**src/rtl/psu_pkg.sv**
```systemverilog
package psu_pkg;
    localparam int PIX_W  = 8;
    localparam int COEF_W = 16;
    localparam int OFF_W  = 8;
    localparam int ACC_W  = 32;
    localparam int CNT_W  = $clog2(ACC_W + 1);
    localparam int PIX_MAX = (1 << PIX_W) - 1;

    typedef struct packed {
        logic signed [ACC_W-1:0]  prod;
        logic signed [COEF_W-1:0] dvsr;
        logic signed [OFF_W-1:0]  off;
    } mul_tok_t;

    typedef struct packed {
        logic signed [ACC_W-1:0] quo;
        logic signed [OFF_W-1:0] off;
        logic                    dz;
    } div_tok_t;

    typedef enum logic [1:0] {DV_IDLE, DV_RUN, DV_DONE} dv_state_t;

    function automatic logic [ACC_W-1:0] mag_acc(input logic signed [ACC_W-1:0] v);
        return v[ACC_W-1] ? ACC_W'(-v) : ACC_W'(v);
    endfunction

    function automatic logic [COEF_W-1:0] mag_coef(input logic signed [COEF_W-1:0] v);
        return v[COEF_W-1] ? COEF_W'(-v) : COEF_W'(v);
    endfunction

    function automatic logic [PIX_W-1:0] sat_pix(input logic signed [ACC_W-1:0] v);
        if (v < 0)
            return '0;
        else if (v > PIX_MAX)
            return PIX_W'(PIX_MAX);
        else
            return v[PIX_W-1:0];
    endfunction
endpackage

```
**src/rtl/psu_mul_stage.sv**
```systemverilog
module psu_mul_stage
    import psu_pkg::*;
(
    input  logic                     clk,
    input  logic                     rst,
    input  logic                     in_valid,
    output logic                     in_ready,
    input  logic [PIX_W-1:0]         in_pixel,
    input  logic signed [COEF_W-1:0] gain,
    input  logic signed [COEF_W-1:0] dvsr,
    input  logic signed [OFF_W-1:0]  off,
    output logic                     tok_valid,
    output mul_tok_t                 tok,
    input  logic                     tok_take
);
    logic signed [ACC_W-1:0] pix_ext;
    logic signed [ACC_W-1:0] gain_ext;
    logic                    vld_q;
    mul_tok_t                tok_q;

    assign pix_ext  = {{(ACC_W-PIX_W){1'b0}}, in_pixel};
    assign gain_ext = {{(ACC_W-COEF_W){gain[COEF_W-1]}}, gain};
    assign in_ready = !vld_q || tok_take;

    always_ff @(posedge clk) begin
        if (rst) begin
            vld_q <= 1'b0;
            tok_q <= '0;
        end else if (in_ready) begin
            vld_q <= in_valid;
            if (in_valid) begin
                tok_q.prod <= pix_ext * gain_ext;
                tok_q.dvsr <= dvsr;
                tok_q.off  <= off;
            end
        end
    end

    assign tok_valid = vld_q;
    assign tok       = tok_q;

    AST_MUL_HOLD: assert property (@(posedge clk) disable iff (rst)
        (vld_q && !tok_take) |=> (vld_q && $stable(tok_q)));
endmodule

```
**src/rtl/psu_divider.sv**
```systemverilog
module psu_divider
    import psu_pkg::*;
(
    input  logic     clk,
    input  logic     rst,
    input  logic     tok_valid,
    input  mul_tok_t tok,
    output logic     tok_take,
    output logic     res_valid,
    output div_tok_t res,
    input  logic     res_take
);
    dv_state_t               st_q;
    logic [CNT_W-1:0]        cnt_q;
    logic [COEF_W:0]         rem_q;
    logic [ACC_W-1:0]        quo_q;
    logic [COEF_W-1:0]       dmag_q;
    logic                    neg_q;
    logic                    dz_q;
    logic signed [OFF_W-1:0] off_q;
    logic [COEF_W:0]         shifted;
    logic                    fits;

    assign tok_take = tok_valid && (st_q == DV_IDLE);
    assign shifted  = {rem_q[COEF_W-1:0], quo_q[ACC_W-1]};
    assign fits     = shifted >= {1'b0, dmag_q};

    always_ff @(posedge clk) begin
        if (rst) begin
            st_q   <= DV_IDLE;
            cnt_q  <= '0;
            rem_q  <= '0;
            quo_q  <= '0;
            dmag_q <= '0;
            neg_q  <= 1'b0;
            dz_q   <= 1'b0;
            off_q  <= '0;
        end else begin
            case (st_q)
                DV_IDLE: begin
                    if (tok_valid) begin
                        off_q <= tok.off;
                        rem_q <= '0;
                        if (tok.dvsr == '0) begin
                            dz_q  <= 1'b1;
                            quo_q <= '0;
                            neg_q <= 1'b0;
                            st_q  <= DV_DONE;
                        end else begin
                            dz_q   <= 1'b0;
                            quo_q  <= mag_acc(tok.prod);
                            dmag_q <= mag_coef(tok.dvsr);
                            neg_q  <= tok.prod[ACC_W-1] ^ tok.dvsr[COEF_W-1];
                            cnt_q  <= CNT_W'(ACC_W);
                            st_q   <= DV_RUN;
                        end
                    end
                end
                DV_RUN: begin
                    rem_q <= fits ? (shifted - {1'b0, dmag_q}) : shifted;
                    quo_q <= {quo_q[ACC_W-2:0], fits};
                    cnt_q <= cnt_q - 1'b1;
                    if (cnt_q == CNT_W'(1))
                        st_q <= DV_DONE;
                end
                DV_DONE: begin
                    if (res_take)
                        st_q <= DV_IDLE;
                end
                default: st_q <= DV_IDLE;
            endcase
        end
    end

    assign res_valid = (st_q == DV_DONE);
    assign res.quo   = neg_q ? -$signed(quo_q) : $signed(quo_q);
    assign res.off   = off_q;
    assign res.dz    = dz_q;

    AST_REM_BOUND: assert property (@(posedge clk) disable iff (rst)
        (st_q == DV_DONE && !dz_q) |-> (rem_q < {1'b0, dmag_q}));
    AST_DONE_HOLD: assert property (@(posedge clk) disable iff (rst)
        (st_q == DV_DONE && !res_take) |=> (st_q == DV_DONE && $stable(quo_q)));
endmodule

```
**src/rtl/psu_out_stage.sv**
```systemverilog
module psu_out_stage
    import psu_pkg::*;
(
    input  logic             clk,
    input  logic             rst,
    input  logic             res_valid,
    input  div_tok_t         res,
    output logic             res_take,
    output logic             out_valid,
    input  logic             out_ready,
    output logic [PIX_W-1:0] out_pixel,
    output logic             div_err
);
    logic signed [ACC_W-1:0] sum;
    logic                    ov_q;
    logic [PIX_W-1:0]        px_q;
    logic                    err_q;

    assign sum      = res.quo + {{(ACC_W-OFF_W){res.off[OFF_W-1]}}, res.off};
    assign res_take = res_valid && (!ov_q || out_ready);

    always_ff @(posedge clk) begin
        if (rst) begin
            ov_q  <= 1'b0;
            px_q  <= '0;
            err_q <= 1'b0;
        end else begin
            if (res_take) begin
                ov_q <= 1'b1;
                px_q <= res.dz ? '0 : sat_pix(sum);
                if (res.dz)
                    err_q <= 1'b1;
            end else if (out_ready) begin
                ov_q <= 1'b0;
            end
        end
    end

    assign out_valid = ov_q;
    assign out_pixel = px_q;
    assign div_err   = err_q;

    AST_OUT_HOLD: assert property (@(posedge clk) disable iff (rst)
        (ov_q && !out_ready) |=> (ov_q && $stable(px_q)));
    AST_ERR_STICKY: assert property (@(posedge clk) disable iff (rst)
        err_q |=> err_q);
    AST_DZ_ZERO: assert property (@(posedge clk) disable iff (rst)
        (res_take && res.dz) |=> (px_q == '0 && err_q));
endmodule

```
**src/rtl/psu_top.sv**
```systemverilog
module psu_top
    import psu_pkg::*;
(
    input  logic        clk,
    input  logic        rst,
    input  logic        in_valid,
    output logic        in_ready,
    input  logic [7:0]  in_pixel,
    input  logic        cfg_we,
    input  logic [15:0] cfg_gain,
    input  logic [15:0] cfg_div,
    input  logic [7:0]  cfg_off,
    output logic        out_valid,
    input  logic        out_ready,
    output logic [7:0]  out_pixel,
    output logic        div_err
);
    logic signed [COEF_W-1:0] gain_q;
    logic signed [COEF_W-1:0] div_q;
    logic signed [OFF_W-1:0]  off_q;
    logic                     m_valid;
    mul_tok_t                 m_tok;
    logic                     m_take;
    logic                     d_valid;
    div_tok_t                 d_res;
    logic                     d_take;

    always_ff @(posedge clk) begin
        if (rst) begin
            gain_q <= COEF_W'(1);
            div_q  <= COEF_W'(1);
            off_q  <= '0;
        end else if (cfg_we) begin
            gain_q <= cfg_gain;
            div_q  <= cfg_div;
            off_q  <= cfg_off;
        end
    end

    psu_mul_stage u_mul (
        .clk(clk), .rst(rst),
        .in_valid(in_valid), .in_ready(in_ready), .in_pixel(in_pixel),
        .gain(gain_q), .dvsr(div_q), .off(off_q),
        .tok_valid(m_valid), .tok(m_tok), .tok_take(m_take)
    );

    psu_divider u_div (
        .clk(clk), .rst(rst),
        .tok_valid(m_valid), .tok(m_tok), .tok_take(m_take),
        .res_valid(d_valid), .res(d_res), .res_take(d_take)
    );

    psu_out_stage u_out (
        .clk(clk), .rst(rst),
        .res_valid(d_valid), .res(d_res), .res_take(d_take),
        .out_valid(out_valid), .out_ready(out_ready),
        .out_pixel(out_pixel), .div_err(div_err)
    );

    AST_RESET_IDLE: assert property (@(posedge clk)
        $past(rst) |-> (!out_valid && !div_err && in_ready));
endmodule

```
**config.mk**
```make
export PLATFORM = sky130hd
export DESIGN_NAME = psu_top
export DESIGN_NICKNAME = d
export VERILOG_FILES = /design/src/rtl/psu_pkg.sv /design/src/rtl/psu_mul_stage.sv /design/src/rtl/psu_divider.sv /design/src/rtl/psu_out_stage.sv /design/src/rtl/psu_top.sv
export SDC_FILE = /design/constraint.sdc
export NUM_CORES = 1
export LEC_CHECK = 0
export BUFFER_PORTS_ARGS = -buffer_cell sky130_fd_sc_hd__buf_2
export CORE_MARGIN = 4
export CORE_UTILIZATION = 64
export CTS_CLUSTER_DIAMETER = 200
export CTS_CLUSTER_SIZE = 16
export DETAILED_ROUTE_END_ITERATION = 10
export HOLD_SLACK_MARGIN = 0.06
export PLACE_DENSITY = 0.82
export SLEW_MARGIN = 20
export SYNTH_ARGS = -nofsm -noshare
export SYNTH_HDL_FRONTEND = slang
export SYNTH_SLANG_ARGS = --single-unit
```
**constraint.sdc**
```tcl
create_clock -name clk -period 6.3 [get_ports clk]
set_input_delay 0 -clock clk [delete_from_list [all_inputs] [get_ports clk]]
set_output_delay 0 -clock clk [all_outputs]
set_load 0.02 [all_outputs]
```
### Word-level counts from Yosys, hierarchy flattened

Cells that the tools add are included.

| word-level totals | value |
|---|---|
| register bits after elaboration | 189 |
| input port bits | 53 |
| output and inout bits | 11 |

| cells by class | value |
|---|---|
| add/sub/neg operators | 6 |
| multipliers | 1 |
| order comparisons | 3 |
| equal/unequal tests | 7 |
| multiplexer cells | 24 |
| bitwise gates (word level) | 2 |
| reductions and logical operators | 17 |

Operators with widths:

| kind | number |
|---|---|
| two-way mux 32 bit | 4 |
| negator 32 bit | 2 |
| case mux 32 bit (2 select lines) | 1 |
| two-way mux 16 bit | 3 |
| adder 32 bit | 1 |
| > comparator 32 x 9 -> 1 bit (second input constant) | 1 |
| < comparator 32 x 1 -> 1 bit (second input constant) | 1 |
| case mux 16 bit (2 select lines) | 1 |
| multiplier 9 x 16 -> 25 bit | 1 |
| two-way mux 8 bit | 3 |
| >= comparator 17 x 16 -> 1 bit | 1 |
| zero test 16 bit | 1 |
| negator 16 bit | 1 |
| subtractor 16 bit | 1 |
| two-way mux 6 bit | 2 |
| case mux 6 bit (2 select lines) | 1 |
| AND reduction 3 bit | 3 |
| two-way mux 2 bit | 4 |
| AND reduction 2 bit | 4 |
| equality test 6 x 1 -> 1 bit (second input constant) | 1 |
| != test 2 bit (second input constant) | 3 |
| case mux 2 bit (3 select lines) | 1 |
| subtractor 6 x 1 -> 6 bit (second input constant) | 1 |
| two-way mux 1 bit | 4 |
| 10 further kinds | 14 |

### Logic depth before layout (Yosys ltp)

Gate-level depths: netlist of the first run.

| logic depth | value |
|---|---|
| depth in word-level cells | 7 |
| depth in mapped cells | 21 |
| gate-level depth less buffers | 21 |

### By module

A second synthesis of the first run with hierarchy kept.

| unflattened totals | value |
|---|---|
| cells, all modules | 1,993 |
| area total of the unflattened synthesis | 16,348.2 sq um |

By module, submodules not included:

| module | times used | cells each | area an instance (sq um) |
|---|---|---|---|
| psu_mul_stage | 1 | 783 | 6,562.5 |
| psu_divider | 1 | 723 | 5,720.5 |
| psu_out_stage | 1 | 358 | 2,603.7 |
| psu_top | 1 | 129 | 1,461.4 |

### Worst setup path before layout of the first run

OpenSTA, ideal clock, no wires.

| timing | value |
|---|---|
| kind | flip-flop to flip-flop |
| from | reg u_div.quo_q[2] |
| to | reg u_out.px_q[2] (netlist: u_out.out_pixel[2]) |
| setup time | 0.135 ns |
| data arrival time | 4.935 ns |
| required time | 6.165 ns |
| setup slack | 1.230 ns |
| cell stages (with the launch flop) | 20 |
| buffers on the path | 0 |
| cells stage by stage | dfxtp_1 > or3_1 > or3b_1 > or3_1 > nand2b_1 > or3_1 > o31ai_1 > nand2_1 > xor2_1 > ha_1 > a211o_1 > a31oi_1 > a221oi_1 > a221oi_1 > nand4_1 > nor4_1 > nand4_1 > or4_4 > nor3_4 > a22oi_1 |

| between the ends | value |
|---|---|
| word-level cells in the longest chain between the ends | 7 |

Ends and longest elaborated chain:

| element | RTL line | text |
|---|---|---|
| from (decl) | psu_divider.sv:16 | `logic [ACC_W-1:0] quo_q;` |
| from (signal assigned) | psu_divider.sv:51 | `quo_q <= mag_acc(tok.prod);` |
| from (signal assigned) | psu_divider.sv:61 | `quo_q <= {quo_q[ACC_W-2:0], fits};` |
| negator 32 bit | psu_divider.sv:76 | `assign res.quo = neg_q ? -$signed(quo_q) : $signed(quo_q);` |
| two-way mux 32 bit (*) | psu_divider.sv:76 |  |
| adder 32 bit (*) | psu_out_stage.sv:19 | `assign sum = res.quo + {{(ACC_W-OFF_W){res.off[OFF_W-1]}}, res.off};` |
| > comparator 32 x 9 -> 1 bit | psu_pkg.sv:34 | `else if (v > PIX_MAX)` |
| two-way mux 8 bit | psu_pkg.sv:34 |  |
| two-way mux 8 bit (*) | psu_pkg.sv:32 | `if (v < 0)` |
| two-way mux 8 bit (*) | psu_out_stage.sv:30 | `px_q <= res.dz ? '0 : sat_pix(sum);` |
| to (signal assigned) | psu_out_stage.sv:30 |  |
| to (decl) | psu_out_stage.sv:16 | `logic [PIX_W-1:0] px_q;` |

Mark *: on every way between the ends. The rest lies on a longest branch, timed or not.
A chain may end at the register's enable or synchronous reset.

### Worst setup path in the final report of the first run

| timing | value |
|---|---|
| from | reg u_div.quo_q[2] |
| to | reg u_out.px_q[1] (netlist: u_out.out_pixel[1]) |

Same word-level chain as after synthesis.

==> run_results.csv, run 1 <==
group,metric,value,unit
status,status,"finished, final reports clean",
cells_and_area,drive_above_1_share,0.0708,
logic_synthesis,synth_top_area_frac,0.240,
routing,num_vias,13100,
cells_and_area,nFillCells,1796,
critical_path,path_cells,"or3_1 > or3b_1 > or3_1 > nand2b_1 > or3_1 > o31ai_1 > xnor2_1 > ha_1 > o21ai_0 > nand3b_1 > o2111ai_1 > nor4_1 > nand4_1 > nor4_1 > nand4_1 > or4_4 > nor3_4 > a22oi_1",
power,netSwitchingFraction,0.400,
routing,wl,37.1,mm
critical_path,path_common_cell,"or3_1",
clocking,cts_tree,"done",
clocking,htreeDepth,4,
global_routing,grt_max_degree,94,
timing,relSlewSlack,0.303,
die,die_w,162,um
placed_design,dpl.hpwl,26.4,mm
power,power_frac_clock,0.249,
routing,wl_per_cell,16.8,um
logic_synthesis,yosys_register_bits,182,
die,die_y,162,um
routing,ant_nets,0,
timing,finalHoldViolCount,0,
cells_and_area,fin_cells,2212,
timing,setup_viol,0,
logic_synthesis,synthAdderAreaFrac,0.224,
logic_synthesis,ys.flop_type,"dfxtp_1",
critical_path,cpPeakStageDelay,560,ps
timing,finalCritPeriodShare,0.910,
global_routing,track_usage,0.287,
timing,fmax,0.174,GHz
cells_and_area,finalNetCount,2142,
critical_path,cp-start-kind,"flop",
cells_and_area,areaGrowthSynthToFinish,10.2,%
die,start_util,0.647,
run,maxCapViolations,0,
logic_synthesis,syn_inst,1821,
logic_synthesis,synthesis.area,0.0152,mm2
critical_path,worst_ep_required_time,6610,ps
routing,vias_per_cell,5.93,
routing,drt_iter0_drc,984,
timing,worst_pin_slew,1040,ps
power,power.share.combinational,0.431,
clocking,clock-sinks,182,
critical_path,crit_fanout,13,
logic_synthesis,yosys.area_share.simple,0.198,
power,p_sw,0.00174,W
critical_path,cp_slowest_cell,"or4_4",
min_path,hold_path_class,"in2reg",
cells_and_area,multi_input_area,0.0106,mm2
logic_synthesis,synth_area_leaders,"dfxtp_1, fa_1, ha_1",
critical_path,end_kind,"flop",
logic_synthesis,synth_top_area_cell,"dfxtp_1",
power,leakagePower,7.43,nW
placed_design,dp_cells,2137,
logic_synthesis,synth_nets,2083,
critical_path,critical_path.top_delay_family,"simple AND/OR/NAND/NOR gates",
clocking,clk_latency,450,ps
global_routing,grt_pass1_vias,13100,
placed_design,port_buffers,63,
logic_synthesis,synth_xor_area_frac,0.0652,
placed_design,gp_congestion,0.905,
cells_and_area,ff_latch_area,0.00364,mm2
logic_synthesis,muxShareOfSynthArea,0.0406,
routing,drtPass1Iterations,6,
logic_synthesis,synth_compound_area_frac,0.168,
timing,skew,17.0,ps
die,rows,56,
global_routing,overflow,0,
logic_synthesis,yosys_warnings,0,
die,die_area,0.0262,mm2
logic_synthesis,synth_cell_types,78,
cells_and_area,layout_commonest_cell,"nand2_1",
die,core_area,0.0234,mm2
timing,timing.hold.ws,160,ps
critical_path,crit_arrival,6040,ps
power,seqPwrFrac,0.320,
power,p_int,0.00261,W
critical_path,crit_buf_inv,0,
timing,slew_violations,0,
logic_synthesis,synth_edf_count,0,
clocking,cts-root-buf,"clkbuf_16",
logic_synthesis,syn_area_per_cell,8.32,um2
power,power_density,261,mW/mm2
logic_synthesis,ys_seq_area_frac,0.240,
critical_path,crit_type,"reg2reg",
power,ir_drop,0.200,mV
cells_and_area,final_cell_mix,"nand2_1, dfxtp_1, inv_1",
clocking,cts_buffers,17,
logic_synthesis,synth_top_family_by_area,"adder cells",
clocking,cts.clk_slew.worst_paths,70,ps
routing,drcViolationCount,0,
global_routing,antenna_found_initial,0,
clocking,clockBufferDepth,2,
timing,fin_crit,5740,ps
logic_synthesis,async_reset_ff_frac,0,
cells_and_area,num_antenna_cells,0,
timing,fin_setup_tns,0,ps
timing,rsz0062_at_grt,"no",
global_routing,grt_pass1_wl,62.6,mm
die,boundaryPins,64,
-- routing by layer --
metal	vias up	wire, um	track usage
met5	-	0	0
met4	0	1430	0.115
met3	116	1800	0.0411
met2	425	18200	0.496
met1	6221	15700	0.364
li1	6348	-	-
-- path summary, 6_finish.rpt --
kind | from | to | slack [ps] | cells past startpoint
setup / recovery | u_div.quo_q[2] | u_out.out_pixel[1] | 560 | 18
hold / removal | rst | u_out.div_err | 160 | 2
setup reg to reg | u_div.quo_q[2] | u_out.out_pixel[1] | 560 | 18
hold reg to reg | off_q[2] | u_mul.tok[2] | 450 | 2
-- final cells by class --
| cell class | count | share of cell area |
|---|---|---|
| clock buffer | 17 | 0.0255 |
| tap | 319 | 0.0239 |
| inverter | 180 | 0.0405 |
| timing repair buffer | 115 | 0.0489 |
| multi-input combinational | 1384 | 0.632 |
| clock inverter | 15 | 0.0108 |
| sequential | 182 | 0.218 |
-- repair_timing --
| action | in CTS | in global routing |
|---|---|---|
| endpoints found under the hold margin | 52 | 0 |
| gates resized for setup | 0 | 0 |
| setup buffers | 0 | 0 |
| hold buffers | 43 | 0 |
-- per-stage QoR --
stage          power (W)  area (um2)  setup WS [ps]  utilization
4_1_cts          0.00433       16700            636        0.713
6_report         0.00436       16700            564        0.713
2_1_floorplan    0.00285       15200           1230            -
5_1_grt          0.00465       16700            163        0.713
3_5_place_dp     0.00322       15700            646        0.669
3_3_place_gp     0.00317       15700            793        0.669
-- cell usage after synthesis, types with 16 or more instances --
| master | count |
|---|---|
| nand3_1 | 18 |
| a21o_1 | 18 |
| inv_1 | 180 |
| a211oi_1 | 24 |
| o31ai_1 | 23 |
| nand4_1 | 16 |
| xor2_1 | 21 |
| and2_1 | 82 |
| nand2_1 | 230 |
| nor2_1 | 152 |
| dfxtp_1 | 182 |
| fa_1 | 104 |
| a222oi_1 | 23 |
| mux2i_1 | 57 |
| o21ai_0 | 60 |
| xnor2_1 | 90 |
| a21oi_1 | 115 |
| ha_1 | 105 |
| nor3_1 | 27 |
| clkbuf_1 | 66 |
| a22oi_1 | 17 |
| nand2b_1 | 26 |
-- cells by family (layout without fill, tap and decap cells) --
family | count (synthesis) | in the layout
and+or+nand+nor | 629 | 629
AOI/OAI and AO/OA | 373 | 373
buffers and inverters | 255 | 327
adders and majority gates | 209 | 209
DFF | 182 | 182
xor gates and xnor gates | 112 | 112
muxes | 61 | 61
-- power by group through the flow --
| stage | registers (W) | logic [W] | clock network [W] |
|---|---|---|---|
| 2_1_floorplan | 0.00137 | 0.00147 | 0 |
| 3_3_place_gp | 0.00141 | 0.00176 | 0 |
| 3_5_place_dp | 0.00141 | 0.00181 | 0 |
| 4_1_cts | 0.00139 | 0.00185 | 0.00109 |
| 5_1_grt | 0.00141 | 0.00209 | 0.00114 |
| 6_report | 0.00139 | 0.00188 | 0.00108 |
-- state kept, by name, summed over array words and instances (netlist names), 2 cells and up --
register         cells
u_out.out_pixel      8
u_div.st_q           2
u_div.quo_q         32
u_div.off_q          8
gain_q              16
u_div.rem_q         16
div_q               16
u_mul.tok           49
off_q                8
u_div.cnt_q          6
u_div.dmag_q        16
(Power assumes the default switching activity.)
==> inputs of run 2 (changes only) <==
CTS_BUF_LIST = sky130_fd_sc_hd__clkbuf_8 sky130_fd_sc_hd__clkbuf_16   (was default)
REMOVE_ABC_BUFFERS = 1   (was default)
==> run_results.csv, run 2 (synthesized netlist as in run 1, its figures left out) <==
group,metric,value,unit
die,die_w,162,um
cells_and_area,finalNetCount,2156,
critical_path,path_common_cell,"or3_1",
global_routing,track_usage,0.279,
cells_and_area,num_antenna_cells,0,
routing,num_vias,13000,
clocking,clk_latency,430,ps
die,rows,56,
clocking,htreeDepth,4,
routing,drtPass1Iterations,7,
die,die_area,0.0262,mm2
cells_and_area,layout_commonest_cell,"nand2_1",
critical_path,worst_ep_required_time,6590,ps
timing,fin_ws,384,ps
placed_design,port_buffers,63,
global_routing,grt_max_degree,63,
critical_path,r2r_setup_slack,380,ps
timing,timing.hold.ws,71.0,ps
timing,slew_violations,0,
power,ir_drop,0.202,mV
cells_and_area,largest_register_ffs,49,
min_path,hold_path_class,"in2reg",
clocking,cts_tree,"done",
global_routing,overflow,0,
power,power_density,254,mW/mm2
timing,finalHoldViolCount,0,
clocking,clock-sinks,182,
die,start_util,0.647,
clocking,cts_buffers,17,
global_routing,grt_pass1_wl,61.7,mm
critical_path,critical_path.top_delay_family,"simple AND/OR/NAND/NOR gates",
clocking,cts_setup_buffers,0,
timing,finalCritPeriodShare,0.939,
clocking,cts.clk_slew.worst_paths,70,ps
timing,rsz0062_at_grt,"no",
timing,fmax,0.169,GHz
routing,wl,35.9,mm
timing,fin_crit,5920,ps
critical_path,cp_slowest_cell,"or4_4",
critical_path,cp-start-kind,"flop",
die,die_y,162,um
placed_design,gp_congestion,0.980,
timing,fin_setup_tns,0,ps
routing,vias_per_cell,5.85,
timing,relSlewSlack,0.286,
critical_path,cpPeakStageDelay,570,ps
critical_path,crit_buf_inv,0,
routing,drt_iter0_drc,1107,
cells_and_area,multi_input_area,0.0106,mm2
critical_path,crit_fanout,13,
timing,setup_viol,0,
placed_design,dpl.hpwl,25.7,mm
cells_and_area,post-route-util,0.717,
cells_and_area,areaGrowthSynthToFinish,10.8,%
routing,drcViolationCount,0,
cells_and_area,ff_latch_area,0.00364,mm2
placed_design,pre_cts_ws,432,ps
clocking,cts-root-buf,"clkbuf_16",
power,leakagePower,7.49,nW
critical_path,path_cells,"or3_1 > or3b_1 > or3_1 > nand2b_1 > or3_1 > o31ai_1 > xnor2_1 > ha_1 > o21ai_0 > nand3b_1 > o2111ai_1 > nor4_1 > nand4_1 > nor4_1 > nand4_1 > or4_4 > nor3_4 > a22oi_1",
cells_and_area,nFillCells,1810,
cells_and_area,final_cell_mix,"nand2_1, inv_1, dfxtp_1",
global_routing,grt_pass1_vias,13100,
die,core_area,0.0234,mm2
die,boundaryPins,64,
timing,worst_pin_slew,1070,ps
critical_path,crit_type,"reg2reg",
status,status,"finished, final reports clean",
global_routing,antenna_found_initial,0,
run,maxCapViolations,0,
clocking,clockBufferDepth,2,
critical_path,crit_arrival,6200,ps
routing,ant_nets,0,
routing,wl_per_cell,16.1,um
timing,skew,14.8,ps
cells_and_area,drive_above_1_share,0.0693,
critical_path,end_kind,"flop",
run 2: worst paths after layout:
path                  start                 end  cells past startpoint
max          u_div.quo_q[2]  u_out.out_pixel[4]                     18
max reg2reg  u_div.quo_q[2]  u_out.out_pixel[4]                     18
min                     rst           gain_q[8]                      2
min reg2reg        div_q[9]       u_mul.tok[17]                      2
run 2: final cells by class:
class | count | area share
multi-input cells | 1384 | 0.629
flip-flops and latches | 182 | 0.217
repair buffers | 129 | 0.0569
inverters | 180 | 0.0402
clock buffers | 17 | 0.0253
well taps | 319 | 0.0238
clock inverters | 14 | 0.00768
run 2: stage by stage:
| step | instance area (um2) | instances | power [W] |
|---|---|---|---|
| 2_1_floorplan | 14900 | 1746 | 0.00280 |
| 3_3_place_gp | 15700 | 2137 | 0.00314 |
| 3_5_place_dp | 15700 | 2137 | 0.00320 |
| 4_1_cts | 16800 | 2225 | 0.00426 |
| 5_1_grt | 16800 | 2225 | 0.00457 |
| 6_report | 16800 | 2225 | 0.00427 |
run 2: where the power goes:
| part | switching [W] | total [W] | internal, W |
|---|---|---|---|
| combinational | 0.00104 | 0.00185 | 0.000815 |
| clock | 0.000479 | 0.00103 | 0.000547 |
| sequential | 0.000131 | 0.00139 | 0.00126 |
| total | 0.00165 | 0.00427 | 0.00262 |
run 2: metal layers:
layer  GRT usage  up-vias  routed length (um)
met2       0.493      353               17900
li1            -     6353                   -
met5           0        -                   0
met3      0.0365       45                1670
met1       0.366     6271               15900
met4      0.0631        0                 486
run 2: worst reg2reg max path, stage by stage, from the launching register on:
cell       delay (ps)
dfxtp_1           370
or3_1             450
or3b_1            450
or3_1             340
nand2b_1          200
or3_1             450
o31ai_1           360
xnor2_1           120
ha_1              520
o21ai_0           180
nand3b_1          120
o2111ai_1         130
nor4_1            430
nand4_1           140
nor4_1            280
nand4_1           150
or4_4             570
nor3_4            390
a22oi_1           150
run 2: repair_timing:
item,4_1_cts,5_1_grt
resized for setup,0,0
hold buffers,57,0
hold endpoints to repair,45,0
